File: src/rtl/pwm_pkg.sv
package pwm_pkg;
  localparam int NUM_CH = 4;
  localparam int SEL_W  = 2;
  localparam int ADDR_W = 3;

  localparam logic [ADDR_W-1:0] ADDR_CTRL       = 3'd0;
  localparam logic [ADDR_W-1:0] ADDR_PSEL       = 3'd1;
  localparam logic [ADDR_W-1:0] ADDR_ENA        = 3'd2;
  localparam logic [ADDR_W-1:0] ADDR_PRE        = 3'd3;
  localparam logic [ADDR_W-1:0] ADDR_MATCH_BASE = 3'd4;

  typedef struct packed {
    logic run;
    logic hold;
  } ctrl_t;
endpackage

File: src/rtl/pwm_regs.sv
module pwm_regs import pwm_pkg::*; #(
  parameter int CNT_W = 32,
  parameter int PRE_W = 8
) (
  input  logic                          clk,
  input  logic                          rst_n,
  input  logic                          wr_en,
  input  logic [ADDR_W-1:0]             wr_addr,
  input  logic [CNT_W-1:0]              wr_data,
  input  logic                          load_act,
  output ctrl_t                         ctrl_o,
  output logic [SEL_W-1:0]              psel_o,
  output logic [NUM_CH-1:0]             ena_o,
  output logic [PRE_W-1:0]              pre_o,
  output logic [NUM_CH-1:0][CNT_W-1:0]  match_o
);
  ctrl_t              ctrl_q, ctrl_d;
  logic [SEL_W-1:0]   psel_q, psel_d;
  logic [NUM_CH-1:0]  ena_q,  ena_d;
  logic [PRE_W-1:0]   pre_q,  pre_d;

  // next-state for the direct control fields
  always_comb begin
    ctrl_d = ctrl_q;
    psel_d = psel_q;
    ena_d  = ena_q;
    pre_d  = pre_q;
    if (wr_en) begin
      case (wr_addr)
        ADDR_CTRL: begin
          ctrl_d.run  = wr_data[0];
          ctrl_d.hold = wr_data[1];
        end
        ADDR_PSEL: psel_d = wr_data[SEL_W-1:0];
        ADDR_ENA:  ena_d  = wr_data[NUM_CH-1:0];
        ADDR_PRE:  pre_d  = wr_data[PRE_W-1:0];
        default: ;
      endcase
    end
  end

  always_ff @(posedge clk or negedge rst_n) begin
    if (!rst_n) begin
      ctrl_q <= '0;
      psel_q <= '0;
      ena_q  <= '0;
      pre_q  <= '0;
    end else begin
      ctrl_q <= ctrl_d;
      psel_q <= psel_d;
      ena_q  <= ena_d;
      pre_q  <= pre_d;
    end
  end

  assign ctrl_o = ctrl_q;
  assign psel_o = psel_q;
  assign ena_o  = ena_q;
  assign pre_o  = pre_q;

  // per-channel shadow and active compare registers
  for (genvar ch = 0; ch < NUM_CH; ch++) begin : g_match
    localparam logic [ADDR_W-1:0] MY_ADDR = ADDR_MATCH_BASE + ADDR_W'(ch);
    logic [CNT_W-1:0] shadow_q, shadow_d;
    logic [CNT_W-1:0] act_q, act_d;
    logic             shadow_we;

    assign shadow_we = wr_en && (wr_addr == MY_ADDR);

    always_comb begin
      shadow_d = shadow_we ? wr_data : shadow_q;
      act_d    = load_act ? shadow_d : act_q;
    end

    always_ff @(posedge clk or negedge rst_n) begin
      if (!rst_n) begin
        shadow_q <= '0;
        act_q    <= '0;
      end else begin
        shadow_q <= shadow_d;
        act_q    <= act_d;
      end
    end

    assign match_o[ch] = act_q;
  end
endmodule

File: src/rtl/pwm_timebase.sv
module pwm_timebase #(
  parameter int CNT_W = 32,
  parameter int PRE_W = 8
) (
  input  logic             clk,
  input  logic             rst_n,
  input  logic             run,
  input  logic             hold,
  input  logic [PRE_W-1:0] pre,
  input  logic [CNT_W-1:0] period,
  output logic [CNT_W-1:0] cnt_o,
  output logic             tick_o,
  output logic             wrap_o,
  output logic             live_o
);
  logic [PRE_W-1:0] pc_q, pc_d;
  logic [CNT_W-1:0] cnt_q, cnt_d;
  logic [CNT_W:0]   cnt_inc;
  logic             period_ok, live, pc_end, tick, wrap;

  always_comb begin
    period_ok = (period != '0);
    live      = run && !hold && period_ok;
    pc_end    = (pc_q >= pre);
    tick      = live && pc_end;
    cnt_inc   = {1'b0, cnt_q} + {{CNT_W{1'b0}}, 1'b1};
    // wrap on >= so a stale count above a newly lowered period recovers
    wrap      = tick && (cnt_inc >= {1'b0, period});

    if (hold || !period_ok) begin
      pc_d = '0;
    end else if (run) begin
      pc_d = pc_end ? '0 : pc_q + PRE_W'(1);
    end else begin
      pc_d = pc_q;
    end

    if (hold || !period_ok) begin
      cnt_d = '0;
    end else if (wrap) begin
      cnt_d = '0;
    end else if (tick) begin
      cnt_d = cnt_inc[CNT_W-1:0];
    end else begin
      cnt_d = cnt_q;
    end
  end

  always_ff @(posedge clk or negedge rst_n) begin
    if (!rst_n) begin
      pc_q  <= '0;
      cnt_q <= '0;
    end else begin
      pc_q  <= pc_d;
      cnt_q <= cnt_d;
    end
  end

  assign cnt_o  = cnt_q;
  assign tick_o = tick;
  assign wrap_o = wrap;
  assign live_o = live;
endmodule

File: src/rtl/pwm_out_stage.sv
module pwm_out_stage import pwm_pkg::*; #(
  parameter int CNT_W   = 32,
  parameter int NUM_OUT = 4
) (
  input  logic [CNT_W-1:0]             cnt,
  input  logic [NUM_CH-1:0][CNT_W-1:0] match,
  input  logic [NUM_CH-1:0]            ena,
  input  logic [SEL_W-1:0]             psel,
  input  logic                         live,
  output logic [NUM_CH-1:0]            pwm_o
);
  for (genvar ch = 0; ch < NUM_CH; ch++) begin : g_ch
    if (ch < NUM_OUT) begin : g_drv
      logic is_period;
      assign is_period = (psel == SEL_W'(ch));
      assign pwm_o[ch] = live && ena[ch] && !is_period && (cnt >= match[ch]);
    end else begin : g_off
      assign pwm_o[ch] = 1'b0;
    end
  end
endmodule

File: src/rtl/pwm_match_unit.sv
module pwm_match_unit import pwm_pkg::*; #(
  parameter int CNT_W  = 32,
  parameter int PRE_W  = 8,
  parameter bit NARROW = 1'b0
) (
  input  logic              clk,
  input  logic              rst_n,
  input  logic              wr_en,
  input  logic [ADDR_W-1:0] wr_addr,
  input  logic [CNT_W-1:0]  wr_data,
  output logic [NUM_CH-1:0] pwm_o,
  output logic [CNT_W-1:0]  count_o
);
  localparam int NUM_OUT = NARROW ? 2 : NUM_CH;

  // asynchronous assert, synchronous release
  logic [1:0] rst_sync_q;
  logic       rst_n_s;

  always_ff @(posedge clk or negedge rst_n) begin
    if (!rst_n) rst_sync_q <= '0;
    else        rst_sync_q <= {rst_sync_q[0], 1'b1};
  end
  assign rst_n_s = rst_sync_q[1];

  ctrl_t                        ctrl_w;
  logic [SEL_W-1:0]             psel_w;
  logic [NUM_CH-1:0]            ena_w;
  logic [PRE_W-1:0]             pre_w;
  logic [NUM_CH-1:0][CNT_W-1:0] match_w;
  logic [CNT_W-1:0]             period_w;
  logic                         run_w, hold_w, tick_w, wrap_w, live_w, load_act_w;

  assign run_w    = ctrl_w.run;
  assign hold_w   = ctrl_w.hold;
  assign period_w = match_w[psel_w];
  // active compare values follow the shadows whenever not mid-cycle
  assign load_act_w = !run_w || hold_w || (period_w == '0) || wrap_w;

  pwm_regs #(.CNT_W(CNT_W), .PRE_W(PRE_W)) u_regs (
    .clk      (clk),
    .rst_n    (rst_n_s),
    .wr_en    (wr_en),
    .wr_addr  (wr_addr),
    .wr_data  (wr_data),
    .load_act (load_act_w),
    .ctrl_o   (ctrl_w),
    .psel_o   (psel_w),
    .ena_o    (ena_w),
    .pre_o    (pre_w),
    .match_o  (match_w)
  );

  pwm_timebase #(.CNT_W(CNT_W), .PRE_W(PRE_W)) u_tb (
    .clk    (clk),
    .rst_n  (rst_n_s),
    .run    (run_w),
    .hold   (hold_w),
    .pre    (pre_w),
    .period (period_w),
    .cnt_o  (count_o),
    .tick_o (tick_w),
    .wrap_o (wrap_w),
    .live_o (live_w)
  );

  pwm_out_stage #(.CNT_W(CNT_W), .NUM_OUT(NUM_OUT)) u_out (
    .cnt   (count_o),
    .match (match_w),
    .ena   (ena_w),
    .psel  (psel_w),
    .live  (live_w),
    .pwm_o (pwm_o)
  );
endmodule

File: config.mk
export PLATFORM = sky130hd
export DESIGN_NAME = pwm_match_unit
export DESIGN_NICKNAME = d
export VERILOG_FILES = /design/src/rtl/pwm_pkg.sv /design/src/rtl/pwm_regs.sv /design/src/rtl/pwm_timebase.sv /design/src/rtl/pwm_out_stage.sv /design/src/rtl/pwm_match_unit.sv
export SDC_FILE = /design/constraint.sdc
export NUM_CORES = 1
export LEC_CHECK = 0
export BUFFER_PORTS_ARGS = -buffer_cell sky130_fd_sc_hd__buf_4
export CAP_MARGIN = 20
export CORE_MARGIN = 5
export CORE_UTILIZATION = 55
export CTS_CLUSTER_DIAMETER = 150
export DETAILED_ROUTE_END_ITERATION = 10
export PLACE_DENSITY = 0.83
export SLEW_MARGIN = 10
export SYNTH_ARGS = -nofsm -noshare
export SYNTH_HDL_FRONTEND = slang
export SYNTH_SLANG_ARGS = --single-unit
File: constraint.sdc
create_clock -name clk -period 10.74 [get_ports clk]
set_clock_uncertainty 0.05 [all_clocks]
set_input_delay 1.074 -clock clk [delete_from_list [all_inputs] [get_ports clk]]
set_output_delay 1.074 -clock clk [all_outputs]
set_load 0.005 [all_outputs]
# --- Yosys cells after proc, flatten, opt, wreduce, memory -nomap -nowiden ---
# Cells that the tools add are included.
op_classes:
  add_sub_neg: 2
  multipliers: 0
  n_div: 0
  order_cmp: 7
  n_eq_ne: 10
  shifts: 0
  muxes: 12
  n_bitwise: 0
  reduce_logical: 41
op_table:
  columns: ["cell", "n"]
  rows:
  - ["$mux W32", 8]
  - ["$ge A32 B32 Y1", 4]
  - ["$bmux W32 S2", 1]
  - ["$add A32 B1 Y33 const B", 1]
  - ["$ge A33 B32 Y1", 1]
  - ["$logic_not A32 Y1", 1]
  - ["$reduce_bool A32 Y1", 1]
  - ["$mux W8", 3]
  - ["$logic_and A1 B1 Y1", 20]
  - ["$eq A3 B3 Y1 const B", 4]
  - ["$add A8 B1 Y8 const B", 1]
  - ["$ge A8 B8 Y1", 1]
  - ["$reduce_and A2 Y1", 4]
  - ["$logic_not A1 Y1", 7]
  - ["$eq A3 B2 Y1 const B", 2]
  - ["$eq A2 B2 Y1 const B", 2]
  - ["$logic_or A1 B1 Y1", 4]
  - ["$eq A3 B1 Y1 const B", 1]
  - ["$logic_not A3 Y1", 1]
  - ["$lt A2 B3 Y1 const B", 1]
  - ["$reduce_bool A3 Y1", 1]
  - ["$eq A2 B1 Y1 const B", 1]
  - ["$logic_not A2 Y1", 1]
  - ["$reduce_bool A2 Y1", 1]
word_totals:
  regBits: 314
  latch_bits: 0
  mem_bits_rw: 0
  rom_bits: 0
  inputBits: 38
  out_inout_bits: 36
  mem_count: 0

# --- Logic depth before layout (Yosys ltp) ---
# Gate-level depths: netlist of the first run.
logic_depth:
  depth_word: 8
  mapped_depth: 17
  mapped_depth_nobuf: 15

# --- By module ---
# Synthesis of the first run repeated with hierarchy kept, for this count alone.
hier_totals:
  cells_unflattened: 1479
  area_unflattened_um2: 18116.1
by_module_without_submodules:
  columns: ["module", "n_inst", "cells_each", "area_each_um2", "seq_area_each_um2"]
  rows:
  - ["pwm_regs", 1, 583, 10555.1, 6806.5]
  - ["pwm_timebase", 1, 395, 3400.8, 1001.0]
  - ["pwm_out_stage", 1, 447, 3235.6, 0.0]
  - ["pwm_match_unit", 1, 54, 924.6, 50.0]

# --- Worst setup path before layout of the first run ---
# No wires, ideal clock.
synth_timing:
  path_kind: "register to register"
  start: "register u_tb.cnt_q[1] (netlist: u_tb.cnt_o[1])"
  end: "register u_regs.g_match[0].act_q[10]"
  t_arrival_ns: 3.801
  setup_slack_ns: 6.762
  stages_incl_launch_ff: 18
  synth_period_minus_slack_ns: 3.978
  cell_sequence: "dfrtp_1 > ha_1 > nand3_1 > nor2_1 > nand4_1 > nor2_1 > and3_1 > xor2_1 > ha_1 > nand4_1 > inv_1 > a221o_1 > a22o_1 > o211ai_1 > nand3_2 > buf_8 > buf_8 > mux2_1"
synth_between:
  elab_chain_len: 4
synth_lines:
  columns: ["item", "line_no", "text"]
  rows:
  - ["from (decl)", "pwm_timebase.sv:17", "logic [CNT_W-1:0] cnt_q, cnt_d;"]
  - ["from (signal assigned)", "pwm_timebase.sv:55", "cnt_q <= cnt_d;"]
  - ["$add A32 B1 Y33", "pwm_timebase.sv:26", "cnt_inc = {1'b0, cnt_q} + {{CNT_W{1'b0}}, 1'b1};"]
  - ["$ge A33 B32 Y1", "pwm_timebase.sv:28", "wrap = tick && (cnt_inc >= {1'b0, period});"]
  - ["$logic_and A1 B1 Y1", "pwm_timebase.sv:28", null]
  - ["$logic_or A1 B1 Y1", "pwm_match_unit.sv:38", "assign load_act_w = !run_w || hold_w || (period_w == '0) || wrap_w;"]
  - ["to (signal assigned)", "pwm_regs.sv:81", "act_q <= act_d;"]
  - ["to (decl)", "pwm_regs.sv:65", "logic [CNT_W-1:0] act_q, act_d;"]
# Every way passes these cells.
# A chain may end at the register's enable or synchronous reset.

# --- Final worst setup path of the first run ---
layout_timing:
  start: "register u_tb.cnt_q[1] (netlist: u_tb.cnt_o[1])"
  end: "register u_regs.g_match[0].act_q[3]"
# Same word-level chain as after synthesis.

==> impl_results.md, run 1 <==
* Synth Area in Compound Gates at 7.33%
* Period utilization at 51.3%
* Vias in the first global route at 12600
* Post-synthesis async set-or-reset flop share at 100%
* Post-synthesis area per instance at 11.9 µm²
* EDFF count, synth at 0
* Post-Place Cells at 1925
* Share of cells above drive strength 1 at 22.4%
* Crit path largest cell delay at 0.66 ns
* Most common cell after layout, fill and taps aside: dfrtp_1
* Yosys warns at 0
* CTS buffer count at 31
* Reg2reg end: u_regs.g_match[0].act_q[3]
* Non-Filler Instances at 1985
* # fillers at 2353
* Hold bufs inserted after CTS at 0
* Largest family of logic cells by synthesized area: multiplexers
* Utilization after layout at 62.4%
* Worst setup SP type: flop
* Insertion delay to the later sink of the worst-skew pair at 0.56 ns
* DRC at 0
* Final GP Congestion at 0.889
* Slew headroom at 34.2%
* Setup bufs post-CTS at 0
* Routed WL at 41800 µm
* Gr ovfl total at 0
* Final nets at 1767
* Core area at 31600 µm²
* Finish-stage setup viols at 0
* CTS root buffer: clkbuf_16
* Achievable frequency at 182 MHz
* Critical Path AT at 5.90 ns
* Cells after Synth at 1485
* Top FF cell, synth: dfrtp_1
* Pwr Total at 0.00398 W
* Power Dens Cells at 202 nW/µm²
* Vias after detailed routing at 12000
* Xor/xnor cell area share of the yosys netlist at 1.09%
* Count of antenna-violating nets left after detailed routing at 0
* Die footprint at 35800 µm²
* Area grow syn2layout at 11.7%
* Initial Util at 55.9%
* Crit-path cells: ha_1 -> nand3_1 -> nor2_1 -> nand4_1 -> nor2_1 -> nand3_1 -> xnor2_1 -> ha_1 -> nand4_1 -> nor4_1 -> a41oi_1 -> o211ai_1 -> nand2_1 -> nand3_4 -> buf_4 -> mux2_2
* MaxCap Viol Count at 0
* CP bufs+invs at 1
* Critical path's slowest cell: buf_4
* WS Path Type: reg -> reg
* Measured slew at the worst slew-check pin at 0.987 ns
* Post-Syn Nets at 1693
* Register area at 7860 µm²
* Synth Cell Area at 17700 µm²
* Row Count at 65
* Leak Pwr at 9.77 nW
* CP endpoint kind: flop
* CTS tree: done
* RSZ-0062 raised after global routing: no
* Most frequent cells in the layout: dfrtp_1, inv_1, ha_1
* DRT Pass-1 Iters at 5
* Setup TNS at 0 ns
* # clock sinks at 314
* # H-tree levels at 1
* Cell variety after synth at 53
* Worst path top cell family by delay: simple AND/OR/NAND/NOR gates
* Maximum vdd ir drop at 0.000125 V
* Post-synthesis sequential area ratio at 44.4%
* Post-Synth Adder-Cell Area at 12.0%
* Synthesis-stage register bit count at 314
* Vias per cell at 6.03
* Worst-path maximum fanout at 56
* Die Span Y at 189 µm
* Average wire per standard cell at 21.1 µm
* Gr usage total at 23.3%
* CTS clk-pin slew, worst paths at 0.06 ns
* Mux share of post-synthesis cell area at 21.5%
* Port Buffers at 73
* Chip Width at 189 µm
* HPWL Detailed at 29200 µm
* Initial antenna violation count at 0
* Global-route wire length before repair at 67700 µm
* Worst r2r src: u_tb.cnt_o[1]
* Area of the multi-input gates at 8830 µm²
* Hold slack at 0.241 ns
* Status: completed
* Post_cts resized at 0
* Initial DRC count at 841
* Slew Viols, Final at 0
* Longest Clk Path Bufs at 3
* I/O Pins at 74
* Simple-gate portion of the synthesized area at 7.88%
* Final worst path period need at 5.51 ns
* Setup slack, reg-to-reg at 5.23 ns
* Antenna diodes at 0
* Final hold vios at 0
* R2R depth at 16
* Largest net degree at the start of global routing at 89
* Hold Path Class: in -> async
* Required time of the critical path at 11.13 ns
==> logic make-up (layout without fill, tap and decap cells) <==
group,Yosys count,in the layout
compound gates,191,191
xor+xnor,22,22
other cells,1,1
buf+inv,221,319
simple gates,260,260
fa+ha+maj,170,170
flops,314,314
mux,306,306
==> Yosys cell counts (all sizes together), types with 5 or more instances <==
cell     count  share of area [%]
inv        172                3.7
nand2       67                1.4
clkbuf      26               0.55
nor3         7               0.20
a21oi       44                1.2
buf         23                1.5
dfrtp      314                 44
nand4       39                1.4
a21o        38                1.6
xnor2       15               0.74
a211oi      13               0.55
mux4        32                4.1
nor2b       13               0.46
and2         7               0.25
a31oi        7               0.25
xor2         7               0.35
ha         170                 12
o21ai       35               0.99
nand2b      12               0.42
mux2       272                 17
and4         6               0.30
nand4b       7               0.35
and3        18               0.64
o21a         6               0.25
o2111ai     11               0.54
o211ai       5               0.21
nor4        13               0.46
a22o        16               0.79
or2          8               0.28
nand3       28               0.82
nor2        29               0.66
==> area by class of cell <==
cell class,count,area share (%)
multi-input cells,950,44.7
flip-flops and latches,314,39.8
clock buffers,35,4.21
repair buffers,90,3.73
inverters,172,3.27
well taps,402,2.55
clock inverters,22,1.71
==> power breakdown <==
group,leakage (nW),internal [W],switching (W)
clock network,0.567,0.000750,0.000473
registers,3.84,0.00148,0.000194
logic,5.35,0.000523,0.000567
total,9.77,0.00275,0.00123
==> stage by stage <==
step / setup WS [ns] / instance area, µm²
after global placement: 4.98 / 18500
final: 5.23 / 19700
after CTS: 4.61 / 19700
after detailed placement: 4.72 / 18500
after global routing: 4.77 / 19700
after floorplan: 1.29 / 17700
==> registers in the layout (all words and copies together), names as in the netlist <==
name,flops
u_regs.g_match.shadow_q,128
u_regs.g_match.act_q,128
u_regs.pre_o,8
u_regs.ctrl_o,2
u_tb.pc_q,8
rst_sync_q,2
u_tb.cnt_o,32
u_regs.psel_o,2
u_regs.ena_o,4
==> metal layers <==
metal / track usage, % / routed length, µm / part of all wire [%]
met3: 4.52 / 2900 / 6.9
met4: 6.51 / 1110 / 2.7
met2: 39.2 / 20300 / 48
met5: 0 / 0 / 0
met1: 31.1 / 17500 / 42
==> how the worst max path moves through the flow <==
stage / end / slack, ns / startpoint / cells after the start
2_1_floorplan: u_regs.ctrl_o[0] / 1.29 / rst_sync_q[1] / 0
3_3_place_gp: u_regs.g_match[0].act_q[6] / 4.98 / u_tb.cnt_o[1] / 16
3_5_place_dp: u_regs.g_match[0].act_q[3] / 4.72 / u_tb.cnt_o[1] / 16
4_1_cts: u_regs.g_match[0].act_q[3] / 4.61 / u_tb.cnt_o[1] / 16
5_1_grt: u_regs.g_match[0].act_q[3] / 4.77 / u_tb.cnt_o[1] / 16
6_report: u_regs.g_match[0].act_q[3] / 5.23 / u_tb.cnt_o[1] / 16
Note: power is estimated with default switching activity, not from simulation.
==> inputs of run 2 (changes only) <==
PLACE_DENSITY = 0.86   (was 0.83)
clock period = 4.8 ns   (was 10.74 ns; I/O delays follow)
==> impl_results.md, run 2 (synthesis results as in run 1) <==
* Initial antenna violation count at 0
* Most frequent cells in the layout: dfrtp_1, inv_1, ha_1
* DRT Pass-1 Iters at 5
* Gr ovfl total at 0
* Finish-stage setup viols at 0
* Non-Filler Instances at 2000
* Core area at 31600 µm²
* Chip Width at 189 µm
* # fillers at 2310
* Achievable frequency at 218 MHz
* Required time of the critical path at 4.27 ns
* Crit path largest cell delay at 0.64 ns
* Die Span Y at 189 µm
* Measured slew at the worst slew-check pin at 0.994 ns
* # clock sinks at 314
* Met1 Use GR at 31.5%
* Slew Viols, Final at 0
* Vias after detailed routing at 12100
* Final GP Congestion at 0.909
* Worst-path maximum fanout at 25
* Count of antenna-violating nets left after detailed routing at 0
* Leak Pwr at 9.80 nW
* Worst path top cell family by delay: simple AND/OR/NAND/NOR gates
* Port Buffers at 73
* CTS tree: done
* Maximum vdd ir drop at 0.000310 V
* Pwr Total at 0.00870 W
* Grt met2 use at 38.6%
* CTS buffer count at 31
* Initial Util at 55.9%
* Hold Path Class: in -> reg
* RSZ-0062 raised after global routing: no
* Row Count at 65
* Average wire per standard cell at 20.8 µm
* Critical path's slowest cell: dfrtp_4
* Psw at 0.00275 W
* Vias in the first global route at 12800
* Most Crowded Layer GR: met2
* Insertion delay to the later sink of the worst-skew pair at 0.57 ns
* Comb pwr share at 28.2%
* CP endpoint kind: primary output
* Met3 Usage GRT at 4.92%
* Routed WL at 41700 µm
* Die footprint at 35800 µm²
* Clock power share at 28.8%
* Slew headroom at 33.7%
* Most common cell after layout, fill and taps aside: dfrtp_1
* I/O Pins at 74
* Vias per cell at 6.06
* Final nets at 1781
* Critical Path AT at 4.05 ns
* Utilization after layout at 62.5%
* CTS root buffer: clkbuf_16
* Internal Power at 0.00596 W
* CTS clk-pin slew, worst paths at 0.06 ns
* Status: completed
* WS Path Type: reg -> out
* Gr usage total at 23.5%
* Setup TNS at 0 ns
* CP bufs+invs at 2
* Share of cells above drive strength 1 at 23.0%
* Final hold vios at 0
* Antenna diodes at 0
* Longest Clk Path Bufs at 3
* # H-tree levels at 1
* MaxCap Viol Count at 0
* DRC at 0
* Setup bufs post-CTS at 0
* Sequential power share at 43.0%
* Power Dens Cells at 441 nW/µm²
* Period utilization at 95.4%
* Largest net degree at the start of global routing at 123
* Area grow syn2layout at 11.7%
* HPWL Detailed at 30100 µm
* Global-route wire length before repair at 68400 µm
* Worst setup SP type: flop
* Final worst path period need at 4.58 ns
* Sw frac at 31.6%
* Initial DRC count at 915
* Crit-path cells: buf_12 -> mux4_2 -> nor4_1 -> nand4_1 -> o21bai_4 -> nor2_4 -> o211ai_1 -> a31oi_1 -> buf_4
* Post-Place Cells at 1940
==> run 2: changes by cell type in the layout (fill, tap and decap cells not counted), moves of 3 or more <==
cell       delta
buf_12        +4
clkbuf_8      +4
buf_16        -3
buf_4        +10
bufinv_16     -5
clkbuf_1      +3
==> run 2: final cells by class <==
cell class / instances / area [µm²] / share of cell area (%)
multi-input combinational: 950 / 8840 / 44.7
sequential: 314 / 7870 / 39.8
clock buffer: 42 / 897 / 4.54
timing repair buffer: 104 / 835 / 4.22
inverter: 172 / 646 / 3.27
tap: 402 / 503 / 2.55
clock inverter: 16 / 171 / 0.868
==> run 2: worst reg2reg max path, delay by kind of cell, from the launching register on <==
| family | cells | cell delay, ns |
|---|---|---|
| DFF | 1 | 0.61 |
| buffers and inverters | 1 | 0.31 |
| AOI/OAI and AO/OA | 2 | 0.39 |
| xor gates and xnor gates | 1 | 0.19 |
| muxes | 1 | 0.42 |
| and+or+nand+nor | 8 | 2.04 |
| adders and majority gates | 1 | 0.35 |
==> run 2: worst paths after layout <==
check | from | to | slack (ns) | depth (start not counted)
setup / recovery | u_regs.psel_o[1] | pwm_o[0] | 0.22 | 9
setup reg to reg | u_tb.cnt_o[11] | u_regs.g_match[3].act_q[21] | 0.32 | 14
hold / removal | wr_data[11] | u_regs.g_match[2].shadow_q[11] | 0.14 | 2
max in group asynchronous | rst_sync_q[1] | u_regs.g_match[0].shadow_q[22] | 3.24 | 1
hold reg to reg | rst_sync_q[1] | u_regs.g_match[0].shadow_q[13] | 0.18 | 0
min in group asynchronous | rst_n | rst_sync_q[1] | 0.18 | 2
==> run 2: power groups by stage <==
stage	Sequential, W	Combinational, W	Clock (W)
2_1_floorplan	0.00362	0.00189	0
3_3_place_gp	0.00374	0.00229	0
3_5_place_dp	0.00378	0.00242	0
4_1_cts	0.00374	0.00245	0.00255
5_1_grt	0.00382	0.00274	0.00266
6_report	0.00374	0.00245	0.00251
==> run 2: repair_timing <==
item,4_1_cts,5_1_grt
endpoints found under the hold margin,2,0
hold buffers,1,0
endpoints found under the setup margin,0,134
gates resized for setup,0,4
==> run 2: stage by stage <==
step	worst slack (ns)	area (µm²)	hold WS (ns)
finish	0.220	19800	0.139
global route	0.0621	19800	0.119
CTS	0.0953	19700	0.116
detailed placement	0.134	18700	0.187
global placement	0.378	18700	0.176
floorplan	0.822	17700	0.134
==> run 2: routing by layer <==
layer  part of all wire, %  up-vias
li1                      -     5516
met1                    42     6113
met2                    47      395
met3                   6.9       88
met4                   3.4        0
met5                     0        -
==> inputs of run 3 (changes only) <==
PLACE_DENSITY = 0.83   (was 0.86)
clock period = 4.35 ns   (was 4.8 ns; I/O delays follow)
==> impl_results.md, run 3 (synthesis results as in run 1) <==
* Core area at 31600 µm²
* Worst-path maximum fanout at 25
* Slew headroom at 47.4%
* Chip Width at 189 µm
* Hold Path Class: in -> reg
* Global-route wire length before repair at 68800 µm
* Most common cell after layout, fill and taps aside: dfrtp_1
* Initial DRC count at 972
* CP bufs+invs at 2
* Count of antenna-violating nets left after detailed routing at 0
* Sequential power share at 42.3%
* Final nets at 1814
* Gr ovfl total at 0
* # H-tree levels at 2
* Post-Place Setup Slack at 0.194 ns
* Final hold vios at 0
* Final GP Congestion at 0.920
* Final worst path period need at 4.23 ns
* DRC at 0
* CTS tree: done
* Maximum vdd ir drop at 0.000242 V
* Slew Viols, Final at 0
* # clock sinks at 314
* WS Path Type: reg -> out
* Leak Pwr at 10.0 nW
* Initial antenna violation count at 0
* CP endpoint kind: primary output
* Crit path largest cell delay at 0.58 ns
* I/O Pins at 74
* Setup WS post-layout at 0.117 ns
* Comb pwr share at 28.4%
* Vias in the first global route at 12800
* Gr usage total at 23.8%
* Clock power share at 29.3%
* Insertion delay to the later sink of the worst-skew pair at 0.52 ns
* Psw at 0.00310 W
* Worst r2r src: u_tb.cnt_o[1]
* Hold wc startpoint: wr_data[29]
* Crit. Startpoint: u_regs.psel_o[1]
* Crit-path cells: buf_12 -> mux4_2 -> nor4_1 -> nand4_1 -> o21bai_4 -> nor2_4 -> nand3_1 -> a31oi_1 -> buf_4
* Vias after detailed routing at 12400
* Initial Util at 55.9%
* Power Dens Cells at 487 nW/µm²
* Area grow syn2layout at 13.8%
* Longest Clk Path Bufs at 3
* Die footprint at 35800 µm²
* Finish-stage setup viols at 0
* Antenna diodes at 0
* Area of the multi-input gates at 8850 µm²
* # fillers at 2285
* CTS root buffer: clkbuf_16
* Critical Path AT at 3.75 ns
* Period utilization at 97.3%
* Row Count at 65
* Worst setup SP type: flop
* Die Span Y at 189 µm
* Largest net degree at the start of global routing at 121
* HPWL Detailed at 30200 µm
* Vias per cell at 6.08
* Register area at 7870 µm²
* Required time of the critical path at 3.87 ns
* Measured slew at the worst slew-check pin at 0.789 ns
* Average wire per standard cell at 21.0 µm
* Worst path top cell family by delay: simple AND/OR/NAND/NOR gates
* Placed Area at 18900 µm²
* Achievable frequency at 236 MHz
* Status: completed
* MaxCap Viol Count at 0
* Design area at 20100 µm²
* Sw frac at 31.6%
* CTS buffer count at 34
* DRT Pass-1 Iters at 5
* Share of cells above drive strength 1 at 24.7%
* Critical path's slowest cell: dfrtp_4
* Most frequent cells in the layout: dfrtp_1, inv_1, ha_1
* Setup TNS at 0 ns
* CTS clk-pin slew, worst paths at 0.06 ns
* Internal Power at 0.00670 W
* Port Buffers at 73
* Routed WL at 42600 µm
## run 3: cell types whose count changed in the layout (fill, tap and decap cells not counted), sizes merged
| cell | before | now |
|---|---|---|
| buf | 103 | 132 |
| bufinv | 3 | 2 |
| clkbuf | 42 | 43 |
| clkinv | 9 | 11 |
## run 3: worst paths after layout
path                       cells past startpoint  slack, ns                        endpoint
hold reg to reg                                0       0.30                   rst_sync_q[1]
max in group asynchronous                      1       2.75  u_regs.g_match[1].shadow_q[20]
setup reg to reg                              18       0.25     u_regs.g_match[1].act_q[23]
setup / recovery                               9       0.12                        pwm_o[3]
hold / removal                                 2       0.14  u_regs.g_match[1].shadow_q[29]
min in group asynchronous                      2       0.19                   rst_sync_q[1]
## run 3: metal layers
layer,GRT usage (%),wire length [µm],vias up
met3,4.66,2570,102
met2,39.8,20800,401
met5,0,0,-
li1,-,-,5572
met4,8.07,1350,0
met1,31.3,17900,6282
## run 3: power by group through the flow
stage	clock [W]	combinational (W)	sequential, W
2_1_floorplan	0	0.00208	0.00399
3_3_place_gp	0	0.00255	0.00413
3_5_place_dp	0	0.00268	0.00418
4_1_cts	0.00293	0.00272	0.00414
5_1_grt	0.00306	0.00309	0.00423
6_report	0.00287	0.00278	0.00414
## run 3: metrics by stage
stage / power, W / hold WS, ns / std cells / util (%)
floorplan: 0.00607 / 0.0894 / 1485 / -
global placement: 0.00668 / 0.168 / 1962 / 59.6
detailed placement: 0.00685 / 0.168 / 1962 / 59.6
CTS: 0.00979 / 0.132 / 2022 / 63.2
global route: 0.0104 / 0.141 / 2031 / 63.6
finish: 0.00980 / 0.142 / 2031 / 63.6
## run 3: layout make-up
| class | instances | area share, % |
|---|---|---|
| flip-flops and latches | 314 | 39.1 |
| clock inverters | 17 | 0.771 |
| multi-input cells | 950 | 44.0 |
| well taps | 402 | 2.50 |
| clock buffers | 42 | 4.78 |
| inverters | 172 | 3.21 |
| repair buffers | 134 | 5.63 |
## run 3: timing repair
| item | 4_1_cts | 5_1_grt |
|---|---|---|
| setup endpoints to repair | 0 | 142 |
| gates resized for setup | 0 | 7 |
| buffers inserted | 0 | 7 |
| hold endpoints to repair | 2 | 0 |
| hold buffers | 1 | 0 |
